File: src/rtl/pinmux_pkg.sv
package pinmux_pkg;
  localparam int unsigned NUM_WORDS = 9;

  typedef enum logic [3:0] {
    W_M_INSEL   = 4'd0,
    W_M_OUTSEL  = 4'd1,
    W_M_OENSEL  = 4'd2,
    W_M_DFLT    = 4'd3,
    W_A1_INSEL  = 4'd4,
    W_A1_OUTSEL = 4'd5,
    W_A1_OENSEL = 4'd6,
    W_A1_DFLT   = 4'd7,
    W_A2_INSEL  = 4'd8
  } word_e;

  // byte address of each stored word
  function automatic logic [11:0] word_addr(input int unsigned idx);
    case (idx)
      0:       return 12'h868;
      1:       return 12'h870;
      2:       return 12'h878;
      3:       return 12'h088;
      4:       return 12'h888;
      5:       return 12'h890;
      6:       return 12'h898;
      7:       return 12'h8A0;
      default: return 12'h8A8;
    endcase
  endfunction
endpackage

File: src/rtl/pinmux_regs.sv
module pinmux_regs
  import pinmux_pkg::*;
#(
  parameter int unsigned NUM_PADS = 32,
  parameter int unsigned ADDR_W   = 12
) (
  input  logic                                 clk,
  input  logic                                 rst_n,
  input  logic                                 wr_en,
  input  logic [ADDR_W-1:0]                    addr,
  input  logic [NUM_PADS-1:0]                  wdata,
  output logic [NUM_PADS-1:0]                  rdata,
  output logic [NUM_WORDS-1:0][NUM_PADS-1:0]   words
);

  logic [NUM_WORDS-1:0][NUM_PADS-1:0] word_q;
  logic [NUM_WORDS-1:0]               hit;
  logic [NUM_PADS-1:0]                rd_nxt;
  logic [NUM_PADS-1:0]                rd_q;
  logic                               mapped;

  for (genvar w = 0; w < NUM_WORDS; w++) begin : g_word
    assign hit[w] = (addr == ADDR_W'(word_addr(w)));

    always_ff @(posedge clk or negedge rst_n) begin
      if (!rst_n) begin
        word_q[w] <= '0;
      end else if (wr_en && hit[w]) begin
        word_q[w] <= wdata;
      end
    end

    // a mapped write lands in its own word
    a_r9_write_lands: assert property (@(posedge clk) disable iff (!rst_n)
      (wr_en && hit[w]) |=> (words[w] == $past(wdata)));
  end

  assign mapped = |hit;

  always_comb begin
    rd_nxt = '0;
    for (int w = 0; w < NUM_WORDS; w++) begin
      if (hit[w]) rd_nxt = word_q[w];
    end
  end

  always_ff @(posedge clk or negedge rst_n) begin
    if (!rst_n) rd_q <= '0;
    else        rd_q <= rd_nxt;
  end

  assign rdata = rd_q;
  assign words = word_q;

  // unmapped reads return zero
  a_r10_unmapped_zero: assert property (@(posedge clk) disable iff (!rst_n)
    !mapped |=> (rdata == '0));

  // unmapped write leaves storage untouched
  a_r10_unmapped_wr_ignored: assert property (@(posedge clk) disable iff (!rst_n)
    (wr_en && !mapped) |=> $stable(words));

endmodule

File: src/rtl/pinmux_sel2.sv
module pinmux_sel2 #(
  parameter int unsigned W = 32
) (
  input  logic [W-1:0] sel,
  input  logic [W-1:0] leg0,
  input  logic [W-1:0] leg1,
  output logic [W-1:0] y
);
  for (genvar i = 0; i < W; i++) begin : g_bit
    assign y[i] = sel[i] ? leg1[i] : leg0[i];
  end
endmodule

File: src/rtl/pinmux_split2.sv
module pinmux_split2 #(
  parameter int unsigned W = 32
) (
  input  logic [W-1:0] sel,
  input  logic [W-1:0] din,
  input  logic [W-1:0] dflt,
  output logic [W-1:0] near,
  output logic [W-1:0] far
);
  for (genvar i = 0; i < W; i++) begin : g_bit
    assign near[i] = sel[i] ? dflt[i] : din[i];
    assign far[i]  = sel[i] ? din[i]  : dflt[i];
  end
endmodule

File: src/rtl/pinmux_cascade.sv
module pinmux_cascade
  import pinmux_pkg::*;
#(
  parameter int unsigned NUM_PADS = 32,
  parameter int unsigned ADDR_W   = 12
) (
  input  logic                clk,
  input  logic                rst_n,
  input  logic                reg_wr,
  input  logic [ADDR_W-1:0]   reg_addr,
  input  logic [NUM_PADS-1:0] reg_wdata,
  output logic [NUM_PADS-1:0] reg_rdata,
  input  logic [NUM_PADS-1:0] fn_main_out,
  input  logic [NUM_PADS-1:0] fn_main_oe,
  input  logic [NUM_PADS-1:0] fn_alt1_out,
  input  logic [NUM_PADS-1:0] fn_alt1_oe,
  input  logic [NUM_PADS-1:0] fn_alt2_out,
  input  logic [NUM_PADS-1:0] fn_alt2_oe,
  output logic [NUM_PADS-1:0] pad_out,
  output logic [NUM_PADS-1:0] pad_oe,
  input  logic [NUM_PADS-1:0] pad_in,
  output logic [NUM_PADS-1:0] fn_main_in,
  output logic [NUM_PADS-1:0] fn_alt1_in,
  output logic [NUM_PADS-1:0] fn_alt2_in,
  output logic [NUM_PADS-1:0] fn_alt3_in
);

  logic [NUM_WORDS-1:0][NUM_PADS-1:0] words;
  logic [NUM_PADS-1:0] a1_out_res, a1_oe_res;
  logic [NUM_PADS-1:0] leg_m2a1, leg_a12a2;
  logic [NUM_PADS-1:0] tie_low;

  assign tie_low = '0;

  pinmux_regs #(.NUM_PADS(NUM_PADS), .ADDR_W(ADDR_W)) u_regs (
    .clk(clk), .rst_n(rst_n), .wr_en(reg_wr), .addr(reg_addr),
    .wdata(reg_wdata), .rdata(reg_rdata), .words(words)
  );

  // drive path: alt1 stage then main stage
  pinmux_sel2 #(.W(NUM_PADS)) u_out_a1 (
    .sel(words[W_A1_OUTSEL]), .leg0(fn_alt1_out), .leg1(fn_alt2_out), .y(a1_out_res));
  pinmux_sel2 #(.W(NUM_PADS)) u_out_m (
    .sel(words[W_M_OUTSEL]), .leg0(fn_main_out), .leg1(a1_out_res), .y(pad_out));

  // enable path
  pinmux_sel2 #(.W(NUM_PADS)) u_oe_a1 (
    .sel(words[W_A1_OENSEL]), .leg0(fn_alt1_oe), .leg1(fn_alt2_oe), .y(a1_oe_res));
  pinmux_sel2 #(.W(NUM_PADS)) u_oe_m (
    .sel(words[W_M_OENSEL]), .leg0(fn_main_oe), .leg1(a1_oe_res), .y(pad_oe));

  // sample path: main -> alt1 -> alt2/alt3
  pinmux_split2 #(.W(NUM_PADS)) u_in_m (
    .sel(words[W_M_INSEL]), .din(pad_in), .dflt(words[W_M_DFLT]),
    .near(fn_main_in), .far(leg_m2a1));
  pinmux_split2 #(.W(NUM_PADS)) u_in_a1 (
    .sel(words[W_A1_INSEL]), .din(leg_m2a1), .dflt(words[W_A1_DFLT]),
    .near(fn_alt1_in), .far(leg_a12a2));
  pinmux_split2 #(.W(NUM_PADS)) u_in_a2 (
    .sel(words[W_A2_INSEL]), .din(leg_a12a2), .dflt(tie_low),
    .near(fn_alt2_in), .far(fn_alt3_in));

  // pads with main drive selected follow the main function
  a_r2_main_drive: assert property (@(posedge clk) disable iff (!rst_n)
    ((~words[W_M_OUTSEL]) & (pad_out ^ fn_main_out)) == '0);

  // pads on the full alternate chain follow the second alternate
  a_r3_alt2_drive: assert property (@(posedge clk) disable iff (!rst_n)
    (words[W_M_OUTSEL] & words[W_A1_OUTSEL] & (pad_out ^ fn_alt2_out)) == '0);

  // enable routed through first alternate when main leg is off
  a_r4_alt1_enable: assert property (@(posedge clk) disable iff (!rst_n)
    (words[W_M_OENSEL] & ~words[W_A1_OENSEL] & (pad_oe ^ fn_alt1_oe)) == '0);

  // main input gets its default when not selected
  a_r5_main_default: assert property (@(posedge clk) disable iff (!rst_n)
    (words[W_M_INSEL] & (fn_main_in ^ words[W_M_DFLT])) == '0);

  // pad value reaches alt1 only when main passes it on and alt1 keeps it
  a_r6_alt1_pass: assert property (@(posedge clk) disable iff (!rst_n)
    (words[W_M_INSEL] & ~words[W_A1_INSEL] & (fn_alt1_in ^ pad_in)) == '0);

  // alt2 and alt3 inputs are never both driven high
  a_r7_last_exclusive: assert property (@(posedge clk) disable iff (!rst_n)
    (fn_alt2_in & fn_alt3_in) == '0);

endmodule

File: config.mk
export PLATFORM = sky130hd
export DESIGN_NAME = pinmux_cascade
export DESIGN_NICKNAME = d
export VERILOG_FILES = /design/src/rtl/pinmux_pkg.sv /design/src/rtl/pinmux_regs.sv /design/src/rtl/pinmux_sel2.sv /design/src/rtl/pinmux_split2.sv /design/src/rtl/pinmux_cascade.sv
export SDC_FILE = /design/constraint.sdc
export NUM_CORES = 1
export LEC_CHECK = 0
export BUFFER_PORTS_ARGS = -buffer_cell sky130_fd_sc_hd__buf_4
export CORE_ASPECT_RATIO = 0.7
export CORE_MARGIN = 10
export CORE_UTILIZATION = 40
export CTS_CLUSTER_SIZE = 14
export DETAILED_ROUTE_END_ITERATION = 12
export PLACE_DENSITY = 0.69
export SYNTH_ARGS = -nofsm -noshare
export SYNTH_HDL_FRONTEND = slang
export SYNTH_SLANG_ARGS = --single-unit
File: constraint.sdc
create_clock -name clk -period 4.1 [get_ports clk]
set_input_delay 0.82 -clock clk [delete_from_list [all_inputs] [get_ports clk]]
set_output_delay 0.82 -clock clk [all_outputs]
set_load 0.1 [all_outputs]
[Word-level counts from Yosys, hierarchy flattened]
Index checks and enable logic that the tools add are counted.
Storage, ports and cells
  flip-flop bits (word level): 320
  input port bits: 271
  output and inout bits: 224
  logic and storage cells: 357
Operators by class
  equal/unequal tests: 9
  mux-type cells: 329
  reduce and logical (&&, ||, !) cells: 9
Operator list (count)
  $mux 1: 320
  $mux 32: 9
  $eq 12x12->1 const B: 8
  $eq 12x8->1 const B: 1
  $logic_and 1x1->1: 9

[Depth between registers and ports, before layout]
Gate-level depths: netlist (run 1).
  depth in word-level cells: 10
  gate-level depth with buffers: 8
  gate-level depth less buffers: 6

[By module]
Synthesis (run 1) repeated with hierarchy kept, for this count alone.
Unflattened totals
  cells, all modules: 1445
  area total of the unflattened synthesis: 18861.8 µm²
By module, submodules not included
  pinmux_regs: times used 1, cells each 1124, area an instance 14346.3 µm², sequential area each 8007.7 µm²
  pinmux_split2: times used 3, cells each 64, area an instance 863.3 µm², sequential area each 0.0 µm²
  pinmux_sel2: times used 4, cells each 32, area an instance 480.5 µm², sequential area each 0.0 µm²
  pinmux_cascade: times used 1, cells each 1, area an instance 3.8 µm², sequential area each 0.0 µm²

[Least setup slack after synthesis (run 1)]
OpenSTA, ideal clock, no wires.
  kind: input-to-output
  start point: in pad_in[7]
  end point: out fn_alt3_in[7]
  arrival: 2.404 ns
  required time: 3.280 ns
  slack: 0.876 ns
  cell stages on the path: 4
  buffers on the path: 0
  cell sequence: nand2_1 > o21ai_0 > mux2i_1 > nor2b_1
On the way
  cells in the longest elaborated chain, start to end: 3
Ends and longest elaborated chain
  start: declaration: RTL line pinmux_cascade.sv:21  | input logic [NUM_PADS-1:0] pad_in,
  $mux 1 (3 in a row): RTL line pinmux_split2.sv:12  | assign far[i] = sel[i] ? din[i] : dflt[i];
  end: declaration: RTL line pinmux_cascade.sv:25  | output logic [NUM_PADS-1:0] fn_alt3_in
No other way between the ends.

[Worst setup path in the final report (run 1)]
  start point: in reg_addr[4]
  end point: reg u_regs.rd_q[16] (netlist: u_regs.rdata[16])
On the way
  cells in the longest elaborated chain, start to end: 10
  elaborated cells between the ends (all ways): 18
  classes of those cells: eq/ne: 9; mux: 9
Ends and longest elaborated chain
  start: declaration: RTL line pinmux_cascade.sv:10  | input logic [ADDR_W-1:0] reg_addr,
  $eq 12x12->1: RTL line pinmux_regs.sv:23  | assign hit[w] = (addr == ADDR_W'(word_addr(w)));
  $mux 32 (8 in a row): RTL line pinmux_regs.sv:43  | if (hit[w]) rd_nxt = word_q[w];
  $mux 32 *: RTL line pinmux_regs.sv:43
  via u_regs.rd_nxt[16]: RTL line pinmux_regs.sv:18  | logic [NUM_PADS-1:0] rd_nxt;
  end signal: assignment: RTL line pinmux_regs.sv:49  | else rd_q <= rd_nxt;
  end: declaration: RTL line pinmux_regs.sv:19  | logic [NUM_PADS-1:0] rd_q;
The timed path passes the listed nets; every way through them passes the cells marked *.
A chain may end at the register's enable or synchronous reset.

==> results of run 1 <==
[layer usage]
metal	routed length, um	part of all wire (%)	track usage (%)
met3	5920	8.9	6.69
met2	31700	48	41.5
met4	1200	1.8	6.15
met1	27700	42	33.1
met5	18	0.027	0
[report_power, final]
part / internal, W / switching, W
logic: 0.000307 / 0.000654
registers: 0.00317 / 0.0000176
clock network: 0.00182 / 0.00131
total: 0.00530 / 0.00198
[registers in the layout, indices dropped and copies added (netlist names)]
register      flops
u_regs.words    288
u_regs.rdata     32
[final timing paths]
path                                               start                       endpoint  slack, ns  cells after the start
min                                                rst_n  u_regs.words[176]$_DFFE_PN0P_       0.37                      1
max                                          reg_addr[4]     u_regs.rdata[16]$_DFF_PN0_       1.25                      8
min reg2reg                u_regs.words[107]$_DFFE_PN0P_  u_regs.words[107]$_DFFE_PN0P_       0.53                      1
max reg2reg                u_regs.words[197]$_DFFE_PN0P_      u_regs.rdata[5]$_DFF_PN0_       2.49                      5
max in group asynchronous                          rst_n  u_regs.words[200]$_DFFE_PN0P_       2.76                      2
min in group clk           u_regs.words[107]$_DFFE_PN0P_  u_regs.words[107]$_DFFE_PN0P_       0.53                      1
[stage by stage]
step | utilization [%] | area (um2)
6_report | 54.3 | 22300
5_1_grt | 54.3 | 22300
4_1_cts | 54.3 | 22300
3_5_place_dp | 51.6 | 21200
3_3_place_gp | 51.6 | 21200
2_1_floorplan | - | 16600
[cells in the final DEF, fill, tap and decap left out, drive strengths merged, types with 4 or more instances in the layout]
cell type,n
a21oi,107
a221o,23
clkinv,6
mux2,388
a31oi,4
inv,8
a21boi,4
o221ai,11
buf,531
nand3,27
nand2,22
o221a,8
a221oi,35
nand2b,4
mux2i,100
o22ai,33
clkbuf,49
dfrtp,320
nor4,5
o21ai,21
a222oi,4
nor2,118
nor2b,33
nor3,7
[logic make-up (layout without fill, tap and decap cells)]
group	after synthesis	count (layout)	synth area share [%]
AOI/OAI and AO/OA	258	258	10.4
buffers and inverters	74	599	1.95
DFF	320	320	48.2
muxes	488	488	32.3
other	0	3	0
and+or+nand+nor	236	236	7.19
[area by class of cell]
cell class	instances	area, um2
Inverter	7	26.3
Clock inverter	12	133
Timing Repair Buffer	531	4070
Antenna cell	3	7.51
Multi-Input combinational cell	982	8380
Clock buffer	49	990
Fill cell	3554	18700
Tap cell	544	681
Sequential cell	320	8010
==> results.toml, run 1 <==
[critical_path]
crit_path_top_delay_cell = "nor2_4"
worstSetupPathType = "input pin to flop"
cp_data_required_time_ns = 4.55
worst_path_largest_cell_delay_ns = 0.73
endpoint_kind = "flop"
critPathBufInv = 2
crit_path_start_kind = "input pin"
cp_cell_sequence = "buf_4 > and4b_1 > a22oi_1 > nor2_4 > buf_4 > a221o_1 > o221ai_1 > a21oi_1"
critPathArrivalTime_ns = 3.30
critical_path.top_delay_family = "simple AND/OR/NAND/NOR gates"
crit_fanout = 24
crit_top_cell = "buf_4"

[clocking]
cts_root_buffer = "clkbuf_16"
cts-htree-levels = 2
cts_buffer_depth = 3
ctsResizeCount = 0
cts_setup_buffers = 0
ctsHoldBuffers = 0
cts_tree = "yes"
cts.sinks = 320
numCtsBuffers = 35
clk_pin_slew_ns = 0.06
insertion_delay_ns = 0.52

[sta]
finalCriticalPeriod_ns = 2.85
final_max_slew_viol_count = 0
slew_headroom_pct = 32.3
rsz0062_at_grt = "false"
worstMarginPinSlew_ns = 1.01
fmax_ghz = 0.351
timing.final.crit_share_pct = 69.5
fin_hold_ws_ns = 0.372
setup_viol = 0
worst_clock_skew_ns = 0.0138
fin_ws_ns = 1.25
setup_tns_ns = 0
hold_violations = 0

[placed_design]
dp.cells = 2384
portBuffers = 494
finalWeightedCongestion = 0.887
post-place-ws_ns = 0.761
dp_hpwl_um = 49200

[yosys]
synth_largest_area_cell = "dfrtp_1"
yosysUniqueCellTypes = 49
syn_nets = 1647
synth.most_common_cell = "mux2_2"
synth-seq-cells = 320
yosysSeqAreaShare_pct = 48.2
synthesis.area_mm2 = 0.0166
synth_area_leaders = "dfrtp_1 (48%), mux2_2 (23%), mux2i_1 (6.0%)"
async_flop_share_pct = 100
synthFlopType = "dfrtp_1"
yosys_warnings = 0
synth_top_area_share_pct = 48.2
syn_inst = 1376
synth_area_per_cell_um2 = 12.1
synth_common_cells = "mux2_2 (344), dfrtp_1 (320), nor2_1 (116)"
synth_edf_count = 0

[floorplanning]
dieArea_mm2 = 0.0503
core_mm2 = 0.0410
core.rowCount = 62
fp.dieW_um = 264
fp.dieH_um = 191
start_util_pct = 40.5
io_pins = 495

[final_layout]
drive_gt1_share_pct = 50.7
final_nets = 2148
synthToLayoutAreaGrowth_pct = 34.1
layout.cells.non_filler = 2448

[global_route]
antenna_found_initial = 3
grt_pass1_wl_um = 97400
grt_max_degree = 107
grt_overflow = 0
grt_pass1_vias = 14800
grt.total_usage_pct = 25.4

[routing]
vias = 14200
drc = 0
first_iter_violations = 1353
viasPerCell = 5.79
final_antenna_net_count = 0
firstDrtPassIters = 5
drt_wl_total_um = 66600
wl_per_cell_um = 27.2

[min_path]
hp-class = "input pin to async pin"

[power]
ir_drop_mv = 0.287
powerDensity_mw_per_mm2 = 327
finalPower_w = 0.00728
p_leak_nw = 11.0

[run_status]
status = "finished clean"

[run]
cap_violations = 0
No activity file was read; power rests on OpenSTA's default activity.
==> run 2, diff against run 1 <==
--- a/config.mk
+++ b/config.mk
@@ -5,13 +5,14 @@
 export SDC_FILE = /design/constraint.sdc
 export NUM_CORES = 1
 export LEC_CHECK = 0
+export ABC_AREA = 1
 export BUFFER_PORTS_ARGS = -buffer_cell sky130_fd_sc_hd__buf_4
 export CORE_ASPECT_RATIO = 0.7
 export CORE_MARGIN = 10
 export CORE_UTILIZATION = 40
 export CTS_CLUSTER_SIZE = 14
 export DETAILED_ROUTE_END_ITERATION = 12
-export PLACE_DENSITY = 0.69
+export PLACE_DENSITY = 0.72
 export SYNTH_ARGS = -nofsm -noshare
 export SYNTH_HDL_FRONTEND = slang
 export SYNTH_SLANG_ARGS = --single-unit
==> constraint.sdc (replaced) <==
create_clock -name clk -period 2.45 [get_ports clk]
set_input_delay 0.49 -clock clk [delete_from_list [all_inputs] [get_ports clk]]
set_output_delay 0.49 -clock clk [all_outputs]
set_load 0.1 [all_outputs]
==> run 2 against run 1 <==
Clock-buffer cell count did not move. Total power rose by 74%. Sequential cell count did not move. Sequential share of layout area fell by 1.3 points. Hold slack got worse by 0.047 ns. Clock skew rose by 0.0052 ns. Final cell count rose by 38%. Synthesized cell count rose by 66%. Via count rose by 26%. Non-clock buffer count rose by 31. Cell area rose by 3.7%. Critical path type is now flop to output port. Critical endpoint is now fn_alt3_in[31]. Largest cell class is now flip-flops and latches. Largest power group is now clock.
==> results.toml, run 2 <==
[run_status]
status = "finished clean"

[critical_path]
crit_fanout = 6
cp_cell_sequence = "nand2_1 > o21ai_0 > nand2_1 > o21ai_0 > nor2_1 > buf_4"
critical_path.top_delay_family = "flip-flops"
worst_path_largest_cell_delay_ns = 0.43
rrSetupSlack_ns = 0.77
crit_path_top_delay_cell = "dfrtp_1"
worstSetupPathType = "flop to output port"
critPathArrivalTime_ns = 1.87
rr_startpoint = "u_regs.words[46]$_DFFE_PN0P_"
endpoint_kind = "output port"
reg2reg_depth = 14
crit_path_start_kind = "flop"
reg2reg_to = "u_regs.rdata[14]$_DFF_PN0_"
critPathBufInv = 1
cp_data_required_time_ns = 1.96

[yosys]
synth_area_leaders = "dfrtp_1 (48%), nand2_1 (18%), o21ai_0 (13%)"
synthFlopType = "dfrtp_1"
synth_largest_area_cell = "dfrtp_1"
yosysSeqAreaShare_pct = 48.3
synth-seq-cells = 320
synth_top_area_share_pct = 48.3
synth_common_cells = "nand2_1 (798), o21ai_0 (438), dfrtp_1 (320)"
async_flop_share_pct = 100
synth_area_per_cell_um2 = 7.26
synthesis.area_mm2 = 0.0166
yosysUniqueCellTypes = 30
syn_nets = 2552
synth.most_common_cell = "nand2_1"
yosys_warnings = 0
synth_edf_count = 0
syn_inst = 2281

[floorplanning]
fp.dieW_um = 263
io_pins = 495
core.rowCount = 62
dieArea_mm2 = 0.0501
start_util_pct = 40.4
core_mm2 = 0.0410
fp.dieH_um = 190

[clocking]
cts_buffer_depth = 3
numCtsBuffers = 36
cts_root_buffer = "clkbuf_16"
clk_pin_slew_ns = 0.07
cts_tree = "yes"
cts-htree-levels = 2
cts.sinks = 320
insertion_delay_ns = 0.53

[sta]
hold_violations = 0
finalCriticalPeriod_ns = 2.36
final_max_slew_viol_count = 0
rsz0062_at_grt = "false"
slew_headroom_pct = 45.3
setup_viol = 0
worstMarginPinSlew_ns = 0.819
worst_clock_skew_ns = 0.0190
fmax_ghz = 0.424
timing.final.crit_share_pct = 96.3

[routing]
wl_met1_um = 29100
top_layer = "met5"
wl_met2_um = 32300
dr_wl_met3_um = 6350
first_iter_violations = 1702
viasPerCell = 5.31
firstDrtPassIters = 6
vias = 17900
final_antenna_net_count = 0
drc = 0
wl_per_cell_um = 20.7
drt_wl_total_um = 69800

[final_layout]
stdcell_area_mm2 = 0.0231
largest_register_ffs = 288
post-route-util_pct = 56.4
final_nets = 3066
num_antenna_cells = 0
layout_common_cells = "nand2_1 (793), buf_4 (532), o21ai_0 (355), dfrtp_1 (315), inv_1 (213)"
final_common_cell = "nand2_1"
drive_gt1_share_pct = 26.9
synthToLayoutAreaGrowth_pct = 39.6

[global_route]
grt_max_degree = 68
grt.total_usage_pct = 26.8
grt_pass1_wl_um = 105000
grt_pass1_vias = 17200
grt_overflow = 0
antenna_found_initial = 2

[power]
p_leak_nw = 11.3
powerDensity_mw_per_mm2 = 548
finalPower_w = 0.0127
ir_drop_mv = 0.423

[placed_design]
dp_hpwl_um = 52000
placed_area_mm2 = 0.0218
portBuffers = 494
finalWeightedCongestion = 0.919

[min_path]
hp-class = "input pin to flop"
hp-start = "reg_wdata[7]"
hold_end = "u_regs.words[7]$_DFFE_PN0P_"
worst_hold_path.num_cells = 3

[run]
cap_violations = 0
## run 2: cell types whose count changed after synthesis, moves of 33 or more
cell / delta
mux2i_1: -100
o22ai_1: -33
mux2_1: -44
a31oi_1: +50
mux2_2: -344
nand3_1: +47
nor2b_1: -33
inv_1: +206
clkbuf_1: +45
nor2_1: +44
a21oi_1: -59
nand2_1: +778
o21ai_0: +420
## run 2: worst min-delay path: stages
cell and delay [ns]:
buf_4 0.07, inv_1 0.09, o21ai_0 0.16
## run 2: where the power goes
part / internal [W] / leakage (nW) / switching, W
Sequential: 0.00531 / 4.46 / 0.0000289
Clock: 0.00343 / 0.606 / 0.00227
Combinational: 0.000499 / 6.28 / 0.00114
Total: 0.00923 / 11.3 / 0.00343
## run 2: area by class of cell
| cell class | count | area [um2] |
|---|---|---|
| Timing Repair Buffer | 562 | 4470 |
| Inverter | 221 | 832 |
| Fill cell | 3791 | 17800 |
| Multi-Input combinational cell | 1654 | 7870 |
| Clock buffer | 49 | 1040 |
| Tap cell | 544 | 681 |
| Clock inverter | 17 | 210 |
| Sequential cell | 320 | 8010 |
## run 2: worst max-delay path by stage
stage | start | to | slack (ns) | cells past startpoint
after CTS | u_regs.words[25]$_DFFE_PN0P_ | fn_alt2_in[25] | 0.002 | 6
after global routing | u_regs.words[5]$_DFFE_PN0P_ | fn_alt3_in[5] | 0.009 | 5
after global placement | reg_addr[1] | u_regs.rdata[5]$_DFF_PN0_ | 0.10 | 17
final | u_regs.words[31]$_DFFE_PN0P_ | fn_alt3_in[31] | 0.09 | 6
after detailed placement | reg_addr[1] | u_regs.rdata[23]$_DFF_PN0_ | 0.05 | 16
after floorplan | pad_in[21] | fn_alt2_in[21] | -0.13 | 6
## run 2: kinds of logic (layout without fill, tap and decap cells)
family	count (synthesis)	count (layout)	synth area share (%)
and+or+nand+nor	1072	1072	25.9
AOI/OAI and AO/OA	582	582	18.5
DFF	320	320	48.3
buffers and inverters	307	849	7.26
## run 2: what timing repair did
item | in CTS | in global routing
setup buffers | 0 | 4
pin swaps | 0 | 6
gates resized for setup | 4 | 23
setup endpoints to repair | 4 | 15
hold endpoints to repair | 60 | 0
hold buffers | 1 | 0
## run 2: stage by stage
stage / instances / hold WS, ns / TNS [ns] / worst slack, ns
6_report: 3367 / 0.325 / 0 / 0.0900
5_1_grt: 3367 / 0.350 / 0 / 0.00862
4_1_cts: 3363 / 0.322 / 0 / 0.00241
3_5_place_dp: 3296 / 0.491 / 0 / 0.0498
3_3_place_gp: 3296 / 0.484 / 0 / 0.103
2_1_floorplan: 2281 / 0.194 / -8.13 / -0.132
## run 2: routing by layer
metal,track usage [%],vias up
met5,0,-
met1,35.3,8476
met2,43.0,849
li1,-,8441
met4,8.14,4
met3,6.63,122
